## config.mk

```make
export PLATFORM = sky130hd
export DESIGN_NAME = sbu_store_bytes
export DESIGN_NICKNAME = d
export VERILOG_FILES = /design/src/rtl/sbu_pkg.sv /design/src/rtl/sbu_lane_mask.sv /design/src/rtl/sbu_lane_data.sv /design/src/rtl/sbu_cmd_hold.sv /design/src/rtl/sbu_store_bytes.sv
export SDC_FILE = /design/constraint.sdc
export NUM_CORES = 1
export LEC_CHECK = 0
export BUFFER_PORTS_ARGS = -buffer_cell sky130_fd_sc_hd__clkbuf_2
export CORE_ASPECT_RATIO = 1.4
export CORE_UTILIZATION = 30
export DETAILED_ROUTE_END_ITERATION = 6
export SLEW_MARGIN = 25
export SYNTH_ARGS = -nofsm -noshare
export SYNTH_HDL_FRONTEND = slang
export SYNTH_HIERARCHICAL = 1
export SYNTH_SLANG_ARGS = --single-unit
export TNS_END_PERCENT = 50
```

## constraint.sdc

```tcl
create_clock -name clk -period 2.2 [get_ports clk]
set_input_delay 0.22 -clock clk [delete_from_list [all_inputs] [get_ports clk]]
set_output_delay 0.22 -clock clk [all_outputs]
set_load 0.01 [all_outputs]
```

## src/rtl/sbu_pkg.sv

```systemverilog
// Shared types for the store-bytes unit.
// Assumes a big-endian word: byte offset 0 sits in the most significant lane.
package sbu_pkg;
    typedef enum logic {
        SBU_BEGIN = 1'b0,
        SBU_END   = 1'b1
    } sbu_mode_e;
endpackage

```

## src/rtl/sbu_lane_mask.sv

```systemverilog
// Lane-mask decoder: turns mode and word offset into byte enables.
// Assumes LANES is a power of two and that bit LANES-1-i of the mask
// belongs to byte offset i (most significant lane = offset 0).
module sbu_lane_mask
    import sbu_pkg::*;
#(
    parameter int LANES = 4,
    localparam int OFF_W = $clog2(LANES)
) (
    input  sbu_mode_e          mode,
    input  logic [OFF_W-1:0]   offset,
    output logic [LANES-1:0]   mask,
    output logic               zero_len
);
    // One enable per byte offset; begin keeps offsets >= k, end keeps offsets < k.
    for (genvar i = 0; i < LANES; i++) begin : g_lane
        always_comb begin
            if (mode == SBU_END) begin
                mask[LANES-1-i] = (OFF_W'(i) < offset);
            end else begin
                mask[LANES-1-i] = (OFF_W'(i) >= offset);
            end
        end
    end

    // An end-mode store at offset 0 carries no bytes.
    always_comb zero_len = (mode == SBU_END) && (offset == '0);
endmodule

```

## src/rtl/sbu_lane_data.sv

```systemverilog
// Lane data gate: passes each byte lane whose enable is set and zeroes the rest.
// Assumes the register value is already in memory byte order, so no shift is needed.
module sbu_lane_data #(
    parameter int LANES = 4,
    localparam int DW = LANES * 8
) (
    input  logic [DW-1:0]    data_in,
    input  logic [LANES-1:0] mask,
    output logic [DW-1:0]    data_out
);
    // Gate each byte by its own enable bit.
    for (genvar b = 0; b < LANES; b++) begin : g_byte
        always_comb data_out[b*8 +: 8] = mask[b] ? data_in[b*8 +: 8] : 8'h00;
    end
endmodule

```

## src/rtl/sbu_cmd_hold.sv

```systemverilog
// Command holding register: captures one command and presents it on the
// memory port until the port takes it. Assumes load is asserted only while busy is low.
module sbu_cmd_hold #(
    parameter int AW    = 32,
    parameter int LANES = 4,
    localparam int DW = LANES * 8
) (
    input  logic             clk,
    input  logic             rst_n,
    input  logic             load,
    input  logic             in_probe,
    input  logic [AW-1:0]    in_addr,
    input  logic [LANES-1:0] in_be,
    input  logic [DW-1:0]    in_data,
    input  logic             out_ready,
    output logic             busy,
    output logic             out_wr,
    output logic             out_probe,
    output logic [AW-1:0]    out_addr,
    output logic [LANES-1:0] out_be,
    output logic [DW-1:0]    out_data
);
    logic             vld_q;
    logic             probe_q;
    logic [AW-1:0]    addr_q;
    logic [LANES-1:0] be_q;
    logic [DW-1:0]    data_q;

    // Valid flag: set on load, cleared once the port accepts the command.
    always_ff @(posedge clk) begin
        if (!rst_n) begin
            vld_q <= 1'b0;
        end else if (load) begin
            vld_q <= 1'b1;
        end else if (vld_q && out_ready) begin
            vld_q <= 1'b0;
        end
    end

    // Command fields: captured only on load and held otherwise.
    always_ff @(posedge clk) begin
        if (!rst_n) begin
            probe_q <= 1'b0;
            addr_q  <= '0;
            be_q    <= '0;
            data_q  <= '0;
        end else if (load) begin
            probe_q <= in_probe;
            addr_q  <= in_addr;
            be_q    <= in_be;
            data_q  <= in_data;
        end
    end

    // Port view: the single valid bit is split into the two strobes.
    always_comb begin
        busy      = vld_q;
        out_wr    = vld_q && !probe_q;
        out_probe = vld_q && probe_q;
        out_addr  = addr_q;
        out_be    = be_q;
        out_data  = data_q;
    end

    // a stalled command keeps its contents and its strobe.
    p_hold_stable_r8: assert property (@(posedge clk) disable iff (!rst_n)
        (vld_q && !out_ready) |=> (vld_q && $stable(addr_q) && $stable(be_q)
                                   && $stable(data_q) && $stable(probe_q)));

    // no capture while a command is held.
    p_no_overwrite_r8: assert property (@(posedge clk) disable iff (!rst_n)
        vld_q |-> !load);
endmodule

```

## src/rtl/sbu_store_bytes.sv

```systemverilog
// Store-bytes unit top: decodes one begin/end store-bytes request into a
// single masked word write, or into a write probe when no bytes are stored.
// Assumes a big-endian memory port that takes one command at a time.
module sbu_store_bytes
    import sbu_pkg::*;
#(
    parameter int AW    = 32,
    parameter int LANES = 4,
    localparam int DW    = LANES * 8,
    localparam int OFF_W = $clog2(LANES)
) (
    input  logic             clk,
    input  logic             rst_n,
    input  logic             req_valid,
    output logic             req_ready,
    input  logic             req_end,
    input  logic [AW-1:0]    req_addr,
    input  logic [DW-1:0]    req_data,
    output logic             mem_wr,
    output logic             mem_probe,
    input  logic             mem_ready,
    output logic [AW-1:0]    mem_addr,
    output logic [LANES-1:0] mem_be,
    output logic [DW-1:0]    mem_wdata
);
    sbu_mode_e        mode;
    logic [OFF_W-1:0] offset;
    logic [LANES-1:0] be_d;
    logic             zero_d;
    logic [DW-1:0]    data_d;
    logic [AW-1:0]    addr_d;
    logic             busy;
    logic             accept;

    // Request decode: mode, offset, aligned address and handshake.
    always_comb begin
        mode      = sbu_mode_e'(req_end);
        offset    = req_addr[OFF_W-1:0];
        addr_d    = {req_addr[AW-1:OFF_W], {OFF_W{1'b0}}};
        req_ready = !busy;
        accept    = req_valid && !busy;
    end

    sbu_lane_mask #(.LANES(LANES)) mask_i (
        .mode     (mode),
        .offset   (offset),
        .mask     (be_d),
        .zero_len (zero_d)
    );

    sbu_lane_data #(.LANES(LANES)) data_i (
        .data_in  (req_data),
        .mask     (be_d),
        .data_out (data_d)
    );

    sbu_cmd_hold #(.AW(AW), .LANES(LANES)) hold_i (
        .clk       (clk),
        .rst_n     (rst_n),
        .load      (accept),
        .in_probe  (zero_d),
        .in_addr   (addr_d),
        .in_be     (be_d),
        .in_data   (data_d),
        .out_ready (mem_ready),
        .busy      (busy),
        .out_wr    (mem_wr),
        .out_probe (mem_probe),
        .out_addr  (mem_addr),
        .out_be    (mem_be),
        .out_data  (mem_wdata)
    );

    // the two strobes never coincide.
    p_strobe_excl_r9: assert property (@(posedge clk) disable iff (!rst_n)
        !(mem_wr && mem_probe));

    // a probe carries an empty mask; a write carries at least one lane.
    p_probe_empty_r4: assert property (@(posedge clk) disable iff (!rst_n)
        mem_probe |-> (mem_be == '0));
    p_write_nonempty_r7: assert property (@(posedge clk) disable iff (!rst_n)
        mem_wr |-> (mem_be != '0));

    // the port address is word-aligned whenever a strobe is up.
    p_addr_aligned_r5: assert property (@(posedge clk) disable iff (!rst_n)
        (mem_wr || mem_probe) |-> (mem_addr[OFF_W-1:0] == '0));

    // an accepted request shows up as a strobe on the next cycle.
    p_issue_next_r10: assert property (@(posedge clk) disable iff (!rst_n)
        (req_valid && req_ready) |=> (mem_wr || mem_probe));

    // the unit refuses requests while a strobe is up.
    p_busy_block_r8: assert property (@(posedge clk) disable iff (!rst_n)
        (mem_wr || mem_probe) |-> !req_ready);
endmodule

```

==> results.toml <==
[outcome]
status = "finished clean"

[pwr]
share_of_total_power_in_sequential_cells = 0.448
power.clock.fraction = 0.409
report.power.total_mw = 3.09
vdd_ir_drop_max_v = 0.000409
cellPowerDensity_nw_per_um2 = 776
p_sw_mw = 0.737
power.switching_fraction = 0.239
power.share.combinational = 0.144
power.leakage_nw = 1.90
cell_internal_pwr_mw = 2.35

[min_path]
timing.hold.worst_endpoint = "hold_i/out_addr[8]"
worstHoldPathType = "in2reg"
hold_depth = 3
hold_path_start = "req_addr[8]"

[die]
start_util = 0.310
dieWidth_um = 85.8
fp.dieArea_um2 = 10200
design.portCount = 140
placementRows = 42
dieHeight_um = 119
core_area_um2 = 9510

[clocking]
clock_sinks = 70
clkLatencyLatePin_ns = 0.32
post_cts_hold_buffer_count = 0
cts_made_buffers = 9
cts.clk_slew.worst_paths_ns = 0.05
cts_max_path_buffers = 2
resized_after_cts = 0
ctsHtreeMaxLevel = 3
cts_tree = "done"
cts.root.buffer_cell = "clkbuf_16"
cts_setup_buffers = 0

[timing]
final_setup_viols = 0
max_freq_mhz = 776
drv_slew = 0
rsz0062_at_grt = "false"
min_period_ns = 1.29
setup_total_negative_slack_ns = 0
final.period_utilization = 0.586
max_slew_margin = 0.570
final_hold_viol_count = 0
worst-slew-pin-transition_ns = 0.640
final.setup_skew_ns = 0.00336

[logic_synthesis]
synth_seq_cells = 70
synthesis.yosys.warnings = 6
syn_avg_cell_area_um2 = 11.0
synth_cell_types = 14
mapped_cells = 268
seq_area_frac_synth = 0.475
mappedNetlistArea_um2 = 2950

[cells_and_area]
layout.core_utilization = 0.419
final_cell_mix = "clkbuf_2, nor2b_1, dfxtp_1"
antenna_cells_inserted = 0
final_common_cell = "clkbuf_2"
area_delta_synth_final_pct = 35.1
design.final.nets = 477
layout.cells.non_filler = 542
post_route_cells_drive_above_1_share = 0.378

[place]
gpl.final_weighted_congestion = 0.717
placedCellCount = 528
portBuffers = 139
hpwlAfterDp_um = 4780

[critical_path]
worstPathRequired_ns = 2.41
criticalPathCategory = "reg2reg"
worst_r2r_endpoint = "hold_i/out_data[2]"
setup.reg_to_reg.worst_slack_ns = 0.91
worstRegToRegCells = 4
endpoint_kind = "flop"
worst-path-max-fanout = 50
worst_r2r_startpoint = "hold_i/busy"
worst_setup_path_start_kind = "flop"
timing.critical_path.arrival_ns = 1.50

[grt]
grt_start_max_net_pins = 51
grtUsageTotal = 0.132
grt_first_pass_wirelength_um = 10200
grt_overflow_total = 0
grt_pass1_vias = 2133
antenna_found_initial = 0

[detailed_routing]
via_per_inst = 4.13
ant_nets = 0
avgRoutedWirePerCell_um = 12.2
post-route-drc-count = 0
detailroute.via_count = 2236
first_pass_iters = 2
dr.first_iter.drc_count = 62
routed_wirelength_um = 6620

[job]
drv_cap = 0
per-stage QoR:
| step | hold slack (ns) | setup WS [ns] | cell area (um2) |
|---|---|---|---|
| 3_3_place_gp | 0.478 | 0.679 | 3720 |
| 5_1_grt | 0.162 | 0.759 | 3980 |
| 2_1_floorplan | 0.389 | 1.10 | 2950 |
| 6_report | 0.154 | 0.911 | 3980 |
| 3_5_place_dp | 0.485 | 0.594 | 3720 |
| 4_1_cts | 0.147 | 0.918 | 3980 |
final cells by class:
type / instances / area (um2)
sequential: 70 / 1400
multi-input combinational: 182 / 1410
inverter: 2 / 7.51
tap: 132 / 165
clock buffer: 12 / 246
timing repair buffer: 142 / 743
clock inverter: 2 / 10.0
fill: 970 / 5530
state kept, by name (all words and copies together), names as in the netlist:
register / count
hold_i/out_addr: 32
hold_i/out_data: 32
hold_i/out_be: 4
hold_i/busy: 1
hold_i/probe_q: 1
synth_stat cells, drive strengths merged:
cell type	count	area [um2]
and2	33	206
buf	8	116
clkbuf	7	26.3
conb	1	3.75
dfxtp	70	1400
ha	1	12.5
inv	2	7.51
mux2i	69	691
nand2	1	3.75
nor2	1	3.75
nor2b	72	450
o21a	1	7.51
xnor2	2	17.5
how the worst max path moves through the flow:
stage / start / end / slack (ns) / cells after the start
after floorplan: hold_i/busy / hold_i/out_be[1] / 1.10 / 5
after global placement: req_end / hold_i/out_data[13] / 0.68 / 6
after detailed placement: req_end / hold_i/out_data[11] / 0.59 / 6
after CTS: hold_i/busy / hold_i/out_data[15] / 0.92 / 4
after global routing: req_end / hold_i/out_data[8] / 0.76 / 6
final: hold_i/busy / hold_i/out_data[2] / 0.91 / 4
routing by layer:
metal,up-vias,wire length (um),global-route usage
met4,0,116,0.0656
met2,65,3500,0.234
li1,1148,-,-
met3,8,246,0.0312
met5,-,0,0
met1,1015,2760,0.144
cells by family after synthesis:
family,Yosys count,synth area share
simple gates,107,0.225
flops,70,0.475
mux,69,0.234
buf+inv,17,0.0509
xor+xnor,2,0.00594
fa+ha+maj,1,0.00424
other cells,1,0.00127
compound gates,1,0.00255
power groups by stage:
stage,Sequential (mW),Clock (mW),Combinational [mW]
finish,1.38,1.26,0.444
global route,1.39,1.36,0.489
CTS,1.38,1.31,0.455
detailed placement,1.41,0,0.454
global placement,1.41,0,0.447
floorplan,1.44,0,0.261
critical path, stage by stage, from the launching register on:
cell and delay, ns:
dfxtp_1 0.35, nor2b_4 0.15, buf_12 0.31, mux2i_1 0.25
nor2b_1 0.06
(Power assumes the default switching activity.)
